$ cat config.mk
export PLATFORM = sky130hd
export DESIGN_NAME = dram_cbr_ctrl
export DESIGN_NICKNAME = d
export VERILOG_FILES = /design/src/rtl/dram_cbr_pkg.sv /design/src/rtl/dram_cbr_sampler.sv /design/src/rtl/dram_cbr_row_counter.sv /design/src/rtl/dram_cbr_cycle_fsm.sv /design/src/rtl/dram_cbr_ctrl.sv
export SDC_FILE = /design/constraint.sdc
export NUM_CORES = 1
export LEC_CHECK = 0
export ABC_CLOCK_PERIOD_IN_PS = 2400
export BUFFER_PORTS_ARGS = -buffer_cell sky130_fd_sc_hd__buf_2
export CAP_MARGIN = 20
export CORE_MARGIN = 2
export CORE_UTILIZATION = 40
export DETAILED_ROUTE_END_ITERATION = 16
export GPL_ROUTABILITY_DRIVEN = 0
export SYNTH_ARGS = -nofsm -noshare
export SYNTH_HDL_FRONTEND = slang
export SYNTH_HIERARCHICAL = 1
export SYNTH_SLANG_ARGS = --single-unit
$ cat constraint.sdc
create_clock -name clk -period 2.4 [get_ports clk]
set_input_delay 0.12 -clock clk [delete_from_list [all_inputs] [get_ports clk]]
set_output_delay 0.12 -clock clk [all_outputs]
set_load 0.01 [all_outputs]
$ cat src/rtl/dram_cbr_pkg.sv
package dram_cbr_pkg;

  // Cycle decoder states
  typedef enum logic [2:0] {
    ST_IDLE,
    ST_CBR_ARM,   // column strobe low, row strobe still high
    ST_CBR_REF,   // refresh running from the counter
    ST_CBR_GAP,   // column strobe back high, row strobe held low
    ST_TEST,      // counter-test access
    ST_ROW_OPEN,  // row strobe low, row from pins
    ST_ACCESS     // ordinary column access
  } cyc_state_t;

  // Strobe positions in the sampled vector
  localparam int STB_RAS = 0;
  localparam int STB_CAS = 1;
  localparam int STB_WE  = 2;
  localparam int STB_OE  = 3;
  localparam int STB_N   = 4;
  // Strobes that need a falling-edge event (ras, cas, we)
  localparam int FALL_N  = 3;
  // Strobes that need a rising-edge event (ras, cas)
  localparam int RISE_N  = 2;

endpackage

$ cat src/rtl/dram_cbr_sampler.sv
module dram_cbr_sampler
  import dram_cbr_pkg::*;
#(
  parameter int ADDR_W = 11
) (
  input  logic              clk,
  input  logic              rst,
  input  logic [STB_N-1:0]  stb_n,
  input  logic [ADDR_W-1:0] addr,
  output logic [STB_N-1:0]  lvl_n,
  output logic [ADDR_W-1:0] addr_q,
  output logic [FALL_N-1:0] fall,
  output logic [RISE_N-1:0] rise
);

  // First sampling stage: strobes idle high after reset
  always_ff @(posedge clk) begin
    if (rst) begin
      lvl_n  <= '1;
      addr_q <= '0;
    end else begin
      lvl_n  <= stb_n;
      addr_q <= addr;
    end
  end

  // One history flop per edge-detected strobe
  for (genvar g = 0; g < FALL_N; g++) begin : g_edge
    logic prev_q;

    always_ff @(posedge clk) begin
      if (rst) prev_q <= 1'b1;
      else     prev_q <= lvl_n[g];
    end

    assign fall[g] = prev_q & ~lvl_n[g];

    if (g < RISE_N) begin : g_rise
      assign rise[g] = ~prev_q & lvl_n[g];
    end
  end

endmodule

$ cat src/rtl/dram_cbr_row_counter.sv
module dram_cbr_row_counter #(
  parameter int ROW_W       = 11,
  parameter int INIT_CYCLES = 8
) (
  input  logic             clk,
  input  logic             rst,
  input  logic             cbr_done,       // column-first refresh ended
  input  logic             ras_only_done,  // row-only cycle ended
  input  logic             other_done,     // ordinary access ended
  output logic [ROW_W-1:0] row_cnt
);

  localparam int STREAK_W = $clog2(INIT_CYCLES + 1);
  localparam logic [STREAK_W-1:0] STREAK_LAST = STREAK_W'(INIT_CYCLES - 1);

  logic [STREAK_W-1:0] streak_q;

  always_ff @(posedge clk) begin
    if (rst) begin
      row_cnt  <= '0;
      streak_q <= '0;
    end else if (cbr_done) begin
      row_cnt  <= row_cnt + 1'b1;   // natural wrap at 2**ROW_W
      streak_q <= '0;
    end else if (ras_only_done) begin
      if (streak_q == STREAK_LAST) begin
        row_cnt  <= '0;
        streak_q <= '0;
      end else begin
        streak_q <= streak_q + 1'b1;
      end
    end else if (other_done) begin
      streak_q <= '0;
    end
  end

  // a completed column-first refresh moves the counter by exactly one
  a_r3_step_by_one: assert property (@(posedge clk) disable iff (rst)
    cbr_done |=> row_cnt == $past(row_cnt) + 1'b1);

  // without a refresh end or a row-only end the counter holds
  a_r11_cnt_hold: assert property (@(posedge clk) disable iff (rst)
    (!cbr_done && !ras_only_done) |=> $stable(row_cnt));

  // a row-only end either steps nothing or lands on zero
  a_r9_init_target: assert property (@(posedge clk) disable iff (rst)
    (ras_only_done && !cbr_done) |=> (row_cnt == $past(row_cnt) || row_cnt == '0));

endmodule

$ cat src/rtl/dram_cbr_cycle_fsm.sv
module dram_cbr_cycle_fsm
  import dram_cbr_pkg::*;
#(
  parameter int ADDR_W = 11
) (
  input  logic              clk,
  input  logic              rst,
  input  logic              s_ras_n,
  input  logic              s_cas_n,
  input  logic              s_we_n,
  input  logic              s_oe_n,
  input  logic [ADDR_W-1:0] s_addr,
  input  logic              ras_fall,
  input  logic              ras_rise,
  input  logic              cas_fall,
  input  logic              cas_rise,
  input  logic              we_fall,
  input  logic [ADDR_W-1:0] row_cnt,
  output logic              cbr_done,
  output logic              ras_only_done,
  output logic              other_done,
  output logic              rd_en,
  output logic              wr_en,
  output logic              dq_oe,
  output logic              rfsh_en,
  output logic [ADDR_W-1:0] row_addr,
  output logic [ADDR_W-1:0] col_addr
);

  cyc_state_t        state_q, state_d;
  logic              rd_cyc_q, rd_cyc_d;    // write strobe high at column fall
  logic              acc_seen_q, acc_seen_d; // column access inside this row cycle
  logic              wr_pulse, rfsh_pulse;
  logic [ADDR_W-1:0] row_d, col_d;

  function automatic logic in_access(cyc_state_t s);
    return (s == ST_ACCESS) || (s == ST_TEST);
  endfunction

  always_comb begin
    state_d       = state_q;
    rd_cyc_d      = rd_cyc_q;
    acc_seen_d    = acc_seen_q;
    row_d         = row_addr;
    col_d         = col_addr;
    wr_pulse      = 1'b0;
    rfsh_pulse    = 1'b0;
    cbr_done      = 1'b0;
    ras_only_done = 1'b0;
    other_done    = 1'b0;

    unique case (state_q)
      ST_IDLE: begin
        if (ras_fall) begin
          if (!s_cas_n) begin
            state_d    = ST_CBR_REF;
            rfsh_pulse = 1'b1;
            row_d      = row_cnt;
          end else begin
            state_d    = ST_ROW_OPEN;
            row_d      = s_addr;
            acc_seen_d = 1'b0;
          end
        end else if (cas_fall && s_ras_n) begin
          state_d = ST_CBR_ARM;
        end
      end

      ST_CBR_ARM: begin
        if (ras_fall) begin
          state_d    = ST_CBR_REF;
          rfsh_pulse = 1'b1;
          row_d      = row_cnt;
        end else if (cas_rise) begin
          state_d = ST_IDLE;  // abandoned before the row strobe fell
        end
      end

      ST_CBR_REF: begin
        if (ras_rise) begin
          state_d  = ST_IDLE;
          cbr_done = 1'b1;
        end else if (cas_rise) begin
          state_d = ST_CBR_GAP;
        end
      end

      ST_CBR_GAP: begin
        if (ras_rise) begin
          state_d  = ST_IDLE;
          cbr_done = 1'b1;
        end else if (cas_fall) begin
          state_d  = ST_TEST;
          col_d    = s_addr;
          rd_cyc_d = s_we_n;
          wr_pulse = !s_we_n;
        end
      end

      ST_TEST: begin
        if (ras_rise) begin
          state_d  = ST_IDLE;
          cbr_done = 1'b1;
        end else if (cas_rise) begin
          state_d = ST_CBR_GAP;
        end else if (we_fall && rd_cyc_q) begin
          wr_pulse = 1'b1;
        end
      end

      ST_ROW_OPEN: begin
        if (ras_rise) begin
          state_d = ST_IDLE;
          if (acc_seen_q) other_done    = 1'b1;
          else            ras_only_done = 1'b1;
        end else if (cas_fall) begin
          state_d    = ST_ACCESS;
          col_d      = s_addr;
          rd_cyc_d   = s_we_n;
          wr_pulse   = !s_we_n;
          acc_seen_d = 1'b1;
        end
      end

      ST_ACCESS: begin
        if (ras_rise) begin
          state_d    = ST_IDLE;
          other_done = 1'b1;
        end else if (cas_rise) begin
          state_d = ST_ROW_OPEN;
        end else if (we_fall && rd_cyc_q) begin
          wr_pulse = 1'b1;
        end
      end

      default: state_d = ST_IDLE;
    endcase
  end

  always_ff @(posedge clk) begin
    if (rst) begin
      state_q    <= ST_IDLE;
      rd_cyc_q   <= 1'b0;
      acc_seen_q <= 1'b0;
      rd_en      <= 1'b0;
      wr_en      <= 1'b0;
      dq_oe      <= 1'b0;
      rfsh_en    <= 1'b0;
      row_addr   <= '0;
      col_addr   <= '0;
    end else begin
      state_q    <= state_d;
      rd_cyc_q   <= rd_cyc_d;
      acc_seen_q <= acc_seen_d;
      rd_en      <= in_access(state_d) && rd_cyc_d;
      wr_en      <= wr_pulse;
      dq_oe      <= in_access(state_d) && rd_cyc_d && !s_oe_n;
      rfsh_en    <= rfsh_pulse;
      row_addr   <= row_d;
      col_addr   <= col_d;
    end
  end

  // refresh strobe is a single-cycle pulse
  a_r2_rfsh_single: assert property (@(posedge clk) disable iff (rst)
    rfsh_en |=> !rfsh_en);

  // refresh only after both strobes were seen low
  a_r2_rfsh_strobes_low: assert property (@(posedge clk) disable iff (rst)
    rfsh_en |-> $past(!s_ras_n && !s_cas_n));

  // write strobe toward the array is a single-cycle pulse
  a_r6_wr_single: assert property (@(posedge clk) disable iff (rst)
    wr_en |=> !wr_en);

  // output driver only with a read, a low output enable and a low column strobe
  a_r8_oe_needs_read: assert property (@(posedge clk) disable iff (rst)
    dq_oe |-> rd_en);
  a_r8_oe_pins_low: assert property (@(posedge clk) disable iff (rst)
    dq_oe |-> $past(!s_oe_n && !s_cas_n));

  // no read enable once the row strobe was seen high
  a_r11_read_needs_row: assert property (@(posedge clk) disable iff (rst)
    rd_en |-> $past(!s_ras_n));

  // refresh and access enables never overlap
  a_r5_no_overlap: assert property (@(posedge clk) disable iff (rst)
    !(rfsh_en && (rd_en || wr_en)));

endmodule

$ cat src/rtl/dram_cbr_ctrl.sv
module dram_cbr_ctrl
  import dram_cbr_pkg::*;
#(
  parameter int ADDR_W      = 11,
  parameter int INIT_CYCLES = 8
) (
  input  logic              clk,
  input  logic              rst,
  input  logic              ras_n,
  input  logic              cas_n,
  input  logic              we_n,
  input  logic              oe_n,
  input  logic [ADDR_W-1:0] addr,
  output logic              rd_en,
  output logic              wr_en,
  output logic              dq_oe,
  output logic              rfsh_en,
  output logic [ADDR_W-1:0] row_addr,
  output logic [ADDR_W-1:0] col_addr
);

  logic [STB_N-1:0]  stb_n, lvl_n;
  logic [ADDR_W-1:0] addr_q, row_cnt;
  logic [FALL_N-1:0] fall;
  logic [RISE_N-1:0] rise;
  logic              cbr_done, ras_only_done, other_done;

  always_comb begin
    stb_n          = '1;
    stb_n[STB_RAS] = ras_n;
    stb_n[STB_CAS] = cas_n;
    stb_n[STB_WE]  = we_n;
    stb_n[STB_OE]  = oe_n;
  end

  dram_cbr_sampler #(.ADDR_W(ADDR_W)) u_sampler (
    .clk    (clk),
    .rst    (rst),
    .stb_n  (stb_n),
    .addr   (addr),
    .lvl_n  (lvl_n),
    .addr_q (addr_q),
    .fall   (fall),
    .rise   (rise)
  );

  dram_cbr_row_counter #(.ROW_W(ADDR_W), .INIT_CYCLES(INIT_CYCLES)) u_counter (
    .clk           (clk),
    .rst           (rst),
    .cbr_done      (cbr_done),
    .ras_only_done (ras_only_done),
    .other_done    (other_done),
    .row_cnt       (row_cnt)
  );

  dram_cbr_cycle_fsm #(.ADDR_W(ADDR_W)) u_fsm (
    .clk           (clk),
    .rst           (rst),
    .s_ras_n       (lvl_n[STB_RAS]),
    .s_cas_n       (lvl_n[STB_CAS]),
    .s_we_n        (lvl_n[STB_WE]),
    .s_oe_n        (lvl_n[STB_OE]),
    .s_addr        (addr_q),
    .ras_fall      (fall[STB_RAS]),
    .ras_rise      (rise[STB_RAS]),
    .cas_fall      (fall[STB_CAS]),
    .cas_rise      (rise[STB_CAS]),
    .we_fall       (fall[STB_WE]),
    .row_cnt       (row_cnt),
    .cbr_done      (cbr_done),
    .ras_only_done (ras_only_done),
    .other_done    (other_done),
    .rd_en         (rd_en),
    .wr_en         (wr_en),
    .dq_oe         (dq_oe),
    .rfsh_en       (rfsh_en),
    .row_addr      (row_addr),
    .col_addr      (col_addr)
  );

endmodule

==> results of run 1 <==
==> final cells by class <==
| type | count | area, um^2 |
|---|---|---|
| Clock buffer | 11 | 151 |
| Clock inverter | 5 | 38.8 |
| Fill cell | 636 | 3350 |
| Inverter | 7 | 26.3 |
| Multi-Input combinational cell | 218 | 1360 |
| Sequential cell | 64 | 1280 |
| Tap cell | 80 | 100 |
| Timing Repair Buffer | 69 | 448 |
==> cells in the mapped netlist (2+ instances only) <==
master / n / share of area
nand2b_1: 8 / 0.018
nor3_1: 4 / 0.0072
inv_1: 7 / 0.0094
o211ai_1: 2 / 0.0054
nand2_1: 38 / 0.051
buf_2: 8 / 0.014
and2_1: 4 / 0.0090
nand3b_1: 6 / 0.016
buf_4: 4 / 0.011
a311oi_1: 14 / 0.044
nor2_1: 29 / 0.039
and2b_1: 8 / 0.022
dfxtp_1: 64 / 0.46
nor3b_1: 3 / 0.0081
o21ai_0: 8 / 0.014
or4_1: 3 / 0.0081
a41oi_1: 2 / 0.0063
nand3_1: 7 / 0.013
nor2b_1: 12 / 0.027
clkbuf_1: 5 / 0.0067
o22ai_1: 3 / 0.0067
or2_2: 2 / 0.0045
a21oi_1: 10 / 0.018
nor4_1: 3 / 0.0067
xnor2_1: 2 / 0.0063
buf_6: 2 / 0.0081
nand4_1: 2 / 0.0045
ha_1: 2 / 0.0090
mux2i_1: 12 / 0.043
or2_1: 8 / 0.018
a31oi_1: 5 / 0.011
==> registers in the layout, indices dropped and copies added (netlist names) <==
name                     flops
u_counter/row_cnt           11
u_counter/streak_q           4
u_fsm/acc_seen_q             1
u_fsm/col_addr              11
u_fsm/dq_oe                  1
u_fsm/rd_cyc_q               1
u_fsm/rd_en                  1
u_fsm/rfsh_en                1
u_fsm/row_addr              11
u_fsm/state_q                3
u_fsm/wr_en                  1
u_sampler/addr_q            11
u_sampler/g_edge.prev_q      3
u_sampler/lvl_n              4
==> kinds of logic after synthesis <==
family          share of synthesized area
compound gates                      0.141
simple gates                        0.287
flops                               0.460
buf+inv                            0.0507
fa+ha+maj                         0.00898
mux                                0.0431
xor+xnor                          0.00943
==> per-layer routing <==
layer  wire, um  global-route usage
met4        163              0.0993
met5          0                   0
met3        310              0.0474
met2       2820               0.280
met1       2860               0.225
==> final timing paths <==
kind	slack, ns	endpoint	from	depth (start not counted)
max	0.35	u_counter/streak_q[3]$_SDFFE_PP0P_	u_fsm/state_q[2]$_SDFF_PP0_	6
min	-0.001	u_sampler/addr_q[1]$_SDFF_PP0_	addr[1]	2
max reg2reg	0.35	u_counter/streak_q[3]$_SDFFE_PP0P_	u_fsm/state_q[2]$_SDFF_PP0_	6
min reg2reg	0.42	u_fsm/dq_oe$_SDFF_PP0_	u_sampler/lvl_n[3]$_SDFF_PP1_	1
==> stage by stage <==
step | hold WS [ns] | util | total power, uW | setup slack [ns] | cell area, um^2
floorplan | 0.217 | - | 1360 | 0.579 | 2790
global placement | 0.299 | 0.456 | 1450 | 0.445 | 3080
detailed placement | 0.298 | 0.456 | 1450 | 0.376 | 3080
CTS | 0.00129 | 0.505 | 2350 | 0.347 | 3410
global route | 0.00522 | 0.505 | 2440 | 0.156 | 3410
finish | -0.00134 | 0.505 | 2320 | 0.347 | 3410
==> power breakdown <==
| part | switching [uW] | internal [uW] |
|---|---|---|
| combinational | 168 | 136 |
| sequential | 34.7 | 1100 |
| clock | 442 | 438 |
==> repair_timing <==
item | in CTS | in global routing
hold buffers | 14 | 0
gates resized for setup | 0 | 0
hold endpoints to repair | 14 | 0
==> out/metrics.cfg, run 1 <==
[routing]
drc=0
vias=2399
routed_wl_um=6150
dr.pass1.iters=4
drtIter0Drc=98
via_per_inst=5.28
routedWlPerCell_um=13.5
drt.antenna.violating_nets=0

[sta]
slew_headroom=0.590
min_period_over_period=0.856
final_hold_viol_count=1
clock.fmax_mhz=487
hold_ws_ns=-0.00134
setup_viol=0
tns_ns=0
rsz0062_at_grt=false
tightestPinTransition_ns=0.615
slew_viol_final=0
timing.final.crit_period_ns=2.05
fin_skew_ns=0.0101

[power]
ir_worst_vdd_uv=458
p_per_area_nw_per_um2=681
leakagePower_uw=0.00132

[synthesis]
synth_seq_area_share=0.460
netlist-cell-type-count=53
yosys_register_bits=64
ys_warn_count=6
synth_area_um2=2790
syn_inst=309
synth.net_count=328
synthArstFlopShare=0
synth_flop_cell=dfxtp_1
synth_edf_count=0
postSynthAreaPerCell_um2=9.02

[clock_network]
clk_path_buf_depth=2
h-tree-depth=3
clk-insertion-delay-late_ns=0.35
clk_pin_slew_ns=0.08
cts_sinks=64
cts_tree=done
numCtsBuffers=9
cts_setup_buffers=0
clock_tree.root_cell=clkbuf_8

[final_layout]
final_common_cell=dfxtp_1
final_cells=454
drive_gt1_frac=0.217
syn2layout_area_growth_pct=22.4
diodes=0
layout.nets=388
final_cell_mix=64 x dfxtp_1, 42 x buf_2, 38 x nand2_1

[setup_path]
worstPathBufferInverterCount=2
cp_data_arrival_time_ns=2.33
cp_top_family=simple AND/OR/NAND/NOR gates
crit_required_ns=2.67
cp-end-kind=flip-flop
max_stage_delay_ns=0.55
crit_path_start_kind=flip-flop
crit_type=reg2reg
cp_max_fo=12
crit_slowest_cell=dfxtp_1
crit_chain=nand2b_1 > nor3_1 > buf_4 > inv_1 > or4b_1 > a31oi_1

[global_route]
grt_pass1_vias=2297
antenna_found_initial=0
grt_pass1_wl_um=10600
grt-ovfl-total=0
track_usage=0.180
grt_max_degree=37

[status]
violations=negative hold slack
status=finished, violations left

[die]
initial_core_util=0.412
core_area_um2=6760
die-height_um=87.5
row_count=30
ios=43
die-area_um2=7650
fp.dieW_um=87.5

[worst_hold_path]
hp-class=in2reg

[place]
place_inst=424
dpl.hpwl_um=4220
port_buffers=42

[flow_run]
max-cap-violations=0

Note: power is estimated with default switching activity, not from simulation.
==> run 2, diff against run 1 <==
- CORE_ASPECT_RATIO: unset -> 2
==> run 2 against run 1 <==
The run now ends clean. Critical endpoint is now u_counter/row_cnt[7]$_SDFFE_PP0P_. Global-route usage is 0.72 points higher. Fmax increased by 2.4%. First-iteration DRC count up 15%. Highest routed layer unchanged.
==> out/metrics.cfg, run 2 (synthesis gave the netlist of run 1 again) <==
[worst_hold_path]
hp-class=in2reg
holdPathEnd=u_sampler/addr_q[7]$_SDFF_PP0_
hold-path-cell-count=2
min_from=addr[7]

[die]
core_area_um2=6830
row_count=43
die-area_um2=7690
die-height_um=122
ios=43
fp.dieW_um=63.0
initial_core_util=0.408

[routing]
vias=2357
routed_wl_um=6420
drtIter0Drc=113
drc=0
via_per_inst=5.16
routedWlPerCell_um=14.0
drt.antenna.violating_nets=0
dr.pass1.iters=4

[clock_network]
clk_path_buf_depth=2
h-tree-depth=3
cts_setup_buffers=0
numCtsBuffers=9
cts_sinks=64
clk-insertion-delay-late_ns=0.33
clock_tree.root_cell=clkbuf_16
clk_pin_slew_ns=0.05
cts_tree=done

[final_layout]
nFillCells=685
final_cell_mix=64 x dfxtp_1, 42 x buf_2, 38 x nand2_1
final_common_cell=dfxtp_1
layout.nets=384
diodes=0
final_cells=457
drive_gt1_frac=0.204
syn2layout_area_growth_pct=24.9

[sta]
rsz0062_at_grt=false
timing.final.crit_period_ns=2.00
slew_headroom=0.683
setup_viol=0
fin_skew_ns=0.00519
min_period_over_period=0.835
tightestPinTransition_ns=0.475
tns_ns=0
final_hold_viol_count=0
clock.fmax_mhz=499
hold_ws_ns=0.0168
slew_viol_final=0

[global_route]
grt_pass1_vias=2305
grt_max_degree=34
antenna_found_initial=0
track_usage=0.187
grt_pass1_wl_um=11100
grt-ovfl-total=0

[setup_path]
cp_data_arrival_time_ns=2.25
worstRegToRegCells=6
crit_type=reg2reg
worst-r2r-setup-slack_ns=0.40
cp_max_fo=12
reg2reg_from=u_fsm/state_q[2]$_SDFF_PP0_
crit_path_start_kind=flip-flop
cp-end-kind=flip-flop
r2r-end=u_counter/row_cnt[7]$_SDFFE_PP0P_
crit_required_ns=2.65

[place]
dpl.hpwl_um=4420
place_inst=431
port_buffers=42

[flow_run]
max-cap-violations=0

[power]
ir_worst_vdd_uv=464
p_per_area_nw_per_um2=763
finalPower_uw=2650
leakagePower_uw=0.00134

[status]
status=finished, final reports clean

==> run 2: layer usage <==
layer	routed length [um]	up-vias	share of wire	track usage
li1	-	1192	-	-
met2	3170	64	0.49	0.305
met1	2770	1089	0.43	0.219
met5	0	-	0	0
met4	157	0	0.024	0.0944
met3	319	12	0.050	0.0600
==> run 2: through the flow <==
| step | utilization | cell area, um^2 | setup WS [ns] |
|---|---|---|---|
| 3_3_place_gp | 0.449 | 3070 | 0.501 |
| 3_5_place_dp | 0.449 | 3070 | 0.465 |
| 4_1_cts | 0.509 | 3480 | 0.380 |
| 6_report | 0.509 | 3480 | 0.395 |
| 5_1_grt | 0.509 | 3480 | 0.213 |
| 2_1_floorplan | - | 2790 | 0.579 |
==> run 2: how the worst max path moves through the flow <==
stage	cells after the start	slack, ns	end	start
2_1_floorplan	8	0.58	u_counter/row_cnt[10]$_SDFFE_PP0P_	u_fsm/state_q[1]$_SDFF_PP0_
3_3_place_gp	7	0.50	u_counter/row_cnt[6]$_SDFFE_PP0P_	u_fsm/state_q[2]$_SDFF_PP0_
3_5_place_dp	6	0.46	u_counter/row_cnt[8]$_SDFFE_PP0P_	u_fsm/state_q[2]$_SDFF_PP0_
4_1_cts	6	0.38	u_counter/row_cnt[7]$_SDFFE_PP0P_	u_fsm/state_q[2]$_SDFF_PP0_
5_1_grt	6	0.21	u_counter/row_cnt[7]$_SDFFE_PP0P_	u_fsm/state_q[2]$_SDFF_PP0_
6_report	6	0.40	u_counter/row_cnt[7]$_SDFFE_PP0P_	u_fsm/state_q[2]$_SDFF_PP0_
==> run 2: cell type report <==
type | instances | area, um^2 | share of cell area
clock buffer | 13 | 280 | 0.0805
inverter | 7 | 26.3 | 0.00755
multi-input combinational | 218 | 1360 | 0.392
sequential | 64 | 1280 | 0.368
tap | 90 | 113 | 0.0324
timing repair buffer | 65 | 415 | 0.119
==> run 2: worst max-delay path: stages (launching register included) <==
cell      delay, ns
dfxtp_1        0.54
nand2b_1       0.14
o21ai_0        0.18
and2_1         0.22
nand3_1        0.14
or4_1          0.53
o22ai_1        0.18
==> run 2: timing repair <==
item / 4_1_cts / 5_1_grt
endpoints found under the hold margin: 13 / 0
gates resized for setup: 0 / 0
hold buffers: 13 / 0
==> run 2: where the power goes <==
part | switching [uW] | total, uW | internal (uW) | leakage, uW
logic | 165 | 299 | 134 | 0.000677
clock network | 421 | 1210 | 792 | 0.000140
registers | 34.9 | 1140 | 1110 | 0.000522
==> run 3, diff against run 2 <==
- ABC_CLOCK_PERIOD_IN_PS: 2400 -> 1900
- clock period: 2.4 -> 1.9 ns (I/O delays scaled with it)
==> run 3 against run 2 <==
Non-clock buffer count is 11 higher. Via count is 1.6% higher. Clock skew is 0.0025 ns higher. Clock power is 36% higher. Register-to-register slack worse by 0.24 ns. Sequential cell count stayed put. Die area stayed put. Routed wire length is 0.98% higher. Sequential power is 25% higher. Utilization is 1.8 points higher. Worst setup slack worse by 0.24 ns. First-iteration DRC count is 41% higher. Critical path type unchanged. Largest power group unchanged.
==> out/metrics.cfg, run 3 (synthesis gave the netlist of run 1 again) <==
[final_layout]
nFillCells=683
drive_gt1_frac=0.223
fin_util=0.527
syn2layout_area_growth_pct=29.2
diodes=0
final_common_cell=dfxtp_1
final_cells=471
multi_input_area_um2=1360
seq_area_um2=1280
layout.nets=395
final_cell_mix=64 x dfxtp_1, 42 x buf_2, 38 x nand2_1

[global_route]
grt_pass1_wl_um=11000
track_usage=0.187
grt.met1_usage=0.230
antenna_found_initial=0
grt_pass1_vias=2298
grt-busiest-layer=met2
grt_max_degree=23
use_met2=0.299
grt-ovfl-total=0
grt_util_met3=0.0379

[worst_hold_path]
holdPathEnd=u_counter/row_cnt[1]$_SDFFE_PP0P_
min_from=rst
hold-path-cell-count=2
hp-class=in2reg

[setup_path]
crit_type=reg2reg
r2r-end=u_counter/row_cnt[4]$_SDFFE_PP0P_
worstRegToRegCells=7
cp-end-kind=flip-flop
crit_required_ns=2.14
worst-r2r-setup-slack_ns=0.16
cp_data_arrival_time_ns=1.98
crit_path_start_kind=flip-flop
cp_max_fo=12
reg2reg_from=u_fsm/state_q[2]$_SDFF_PP0_

[routing]
via_per_inst=5.08
routed_wl_um=6480
vias=2394
dr.pass1.iters=4
routedWlPerCell_um=13.8
drc=0
drtIter0Drc=159
drt.antenna.violating_nets=0

[flow_run]
max-cap-violations=0

[power]
leakagePower_uw=0.00141
p_sw_uw=824
share_comb_of_total_power=0.117
pwr-share-clk=0.472
p_per_area_nw_per_um2=968
swShare=0.236
seq_power_share=0.411
ir_worst_vdd_uv=595
p_int_uw=2660

[status]
status=finished, final reports clean

[place]
port_buffers=42
place_ws_ns=0.179
dpl.hpwl_um=4610
place_inst=440

[die]
row_count=43
initial_core_util=0.408
die-height_um=122
fp.dieW_um=63.0
die-area_um2=7690
ios=43
core_area_um2=6830

[clock_network]
cts_hold_buf=15
numCtsBuffers=9
cts_sinks=64
cts-resized-gates=0
cts_setup_buffers=0
clk_path_buf_depth=2
clock_tree.root_cell=clkbuf_16
clk_pin_slew_ns=0.05
cts_tree=done
h-tree-depth=3
clk-insertion-delay-late_ns=0.33

[sta]
slew_viol_final=0
min_period_over_period=0.916
layout_setup_ws_ns=0.159
slew_headroom=0.706
timing.final.crit_period_ns=1.74
setup_viol=0
hold_ws_ns=0.195
rsz0062_at_grt=false
tns_ns=0
tightestPinTransition_ns=0.437
final_hold_viol_count=0
fin_skew_ns=0.00771
clock.fmax_mhz=574

-- run 3: area by class of cell --
class / count / share of cell area
multi-input cells: 218 / 0.379
flip-flops and latches: 64 / 0.356
repair buffers: 76 / 0.143
clock buffers: 13 / 0.0723
well taps: 90 / 0.0313
clock inverters: 3 / 0.0111
inverters: 7 / 0.00730
-- run 3: per-layer routing --
| layer | share of wire | up-vias |
|---|---|---|
| met5 | 0 | - |
| met4 | 0.028 | 0 |
| met3 | 0.040 | 10 |
| met2 | 0.47 | 55 |
| met1 | 0.47 | 1109 |
| li1 | - | 1220 |
-- run 3: power groups by stage --
stage | Combinational (uW) | Clock [uW] | Sequential [uW]
2_1_floorplan | 262 | 0 | 1460
3_3_place_gp | 376 | 0 | 1460
3_5_place_dp | 382 | 0 | 1460
4_1_cts | 407 | 1680 | 1430
5_1_grt | 452 | 1730 | 1440
6_report | 408 | 1650 | 1430
-- run 3: worst max-delay path by stage --
stage	startpoint	endpoint	slack [ns]	cells after the start
finish	u_fsm/state_q[2]$_SDFF_PP0_	u_counter/row_cnt[4]$_SDFFE_PP0P_	0.16	7
CTS	u_fsm/state_q[1]$_SDFF_PP0_	u_counter/row_cnt[7]$_SDFFE_PP0P_	0.16	6
detailed placement	u_fsm/state_q[1]$_SDFF_PP0_	u_counter/row_cnt[7]$_SDFFE_PP0P_	0.18	6
global placement	u_fsm/state_q[1]$_SDFF_PP0_	u_counter/row_cnt[7]$_SDFFE_PP0P_	0.22	6
global route	u_fsm/state_q[1]$_SDFF_PP0_	u_counter/row_cnt[10]$_SDFFE_PP0P_	0.03	6
floorplan	u_fsm/state_q[1]$_SDFF_PP0_	u_counter/row_cnt[10]$_SDFFE_PP0P_	0.08	8
-- run 3: per-stage QoR --
step	total power (uW)	cell area (um^2)
finish	3490	3600
CTS	3520	3600
global route	3620	3600
global placement	1830	3150
detailed placement	1840	3150
floorplan	1720	2790
-- run 3: critical path, cell delays in order (launching register included) --
cell      delay [ns]
dfxtp_1         0.39
nand2b_1        0.17
o21ai_0         0.08
and2_1          0.19
buf_4           0.19
buf_4           0.17
nand2b_1        0.18
a311oi_1        0.28
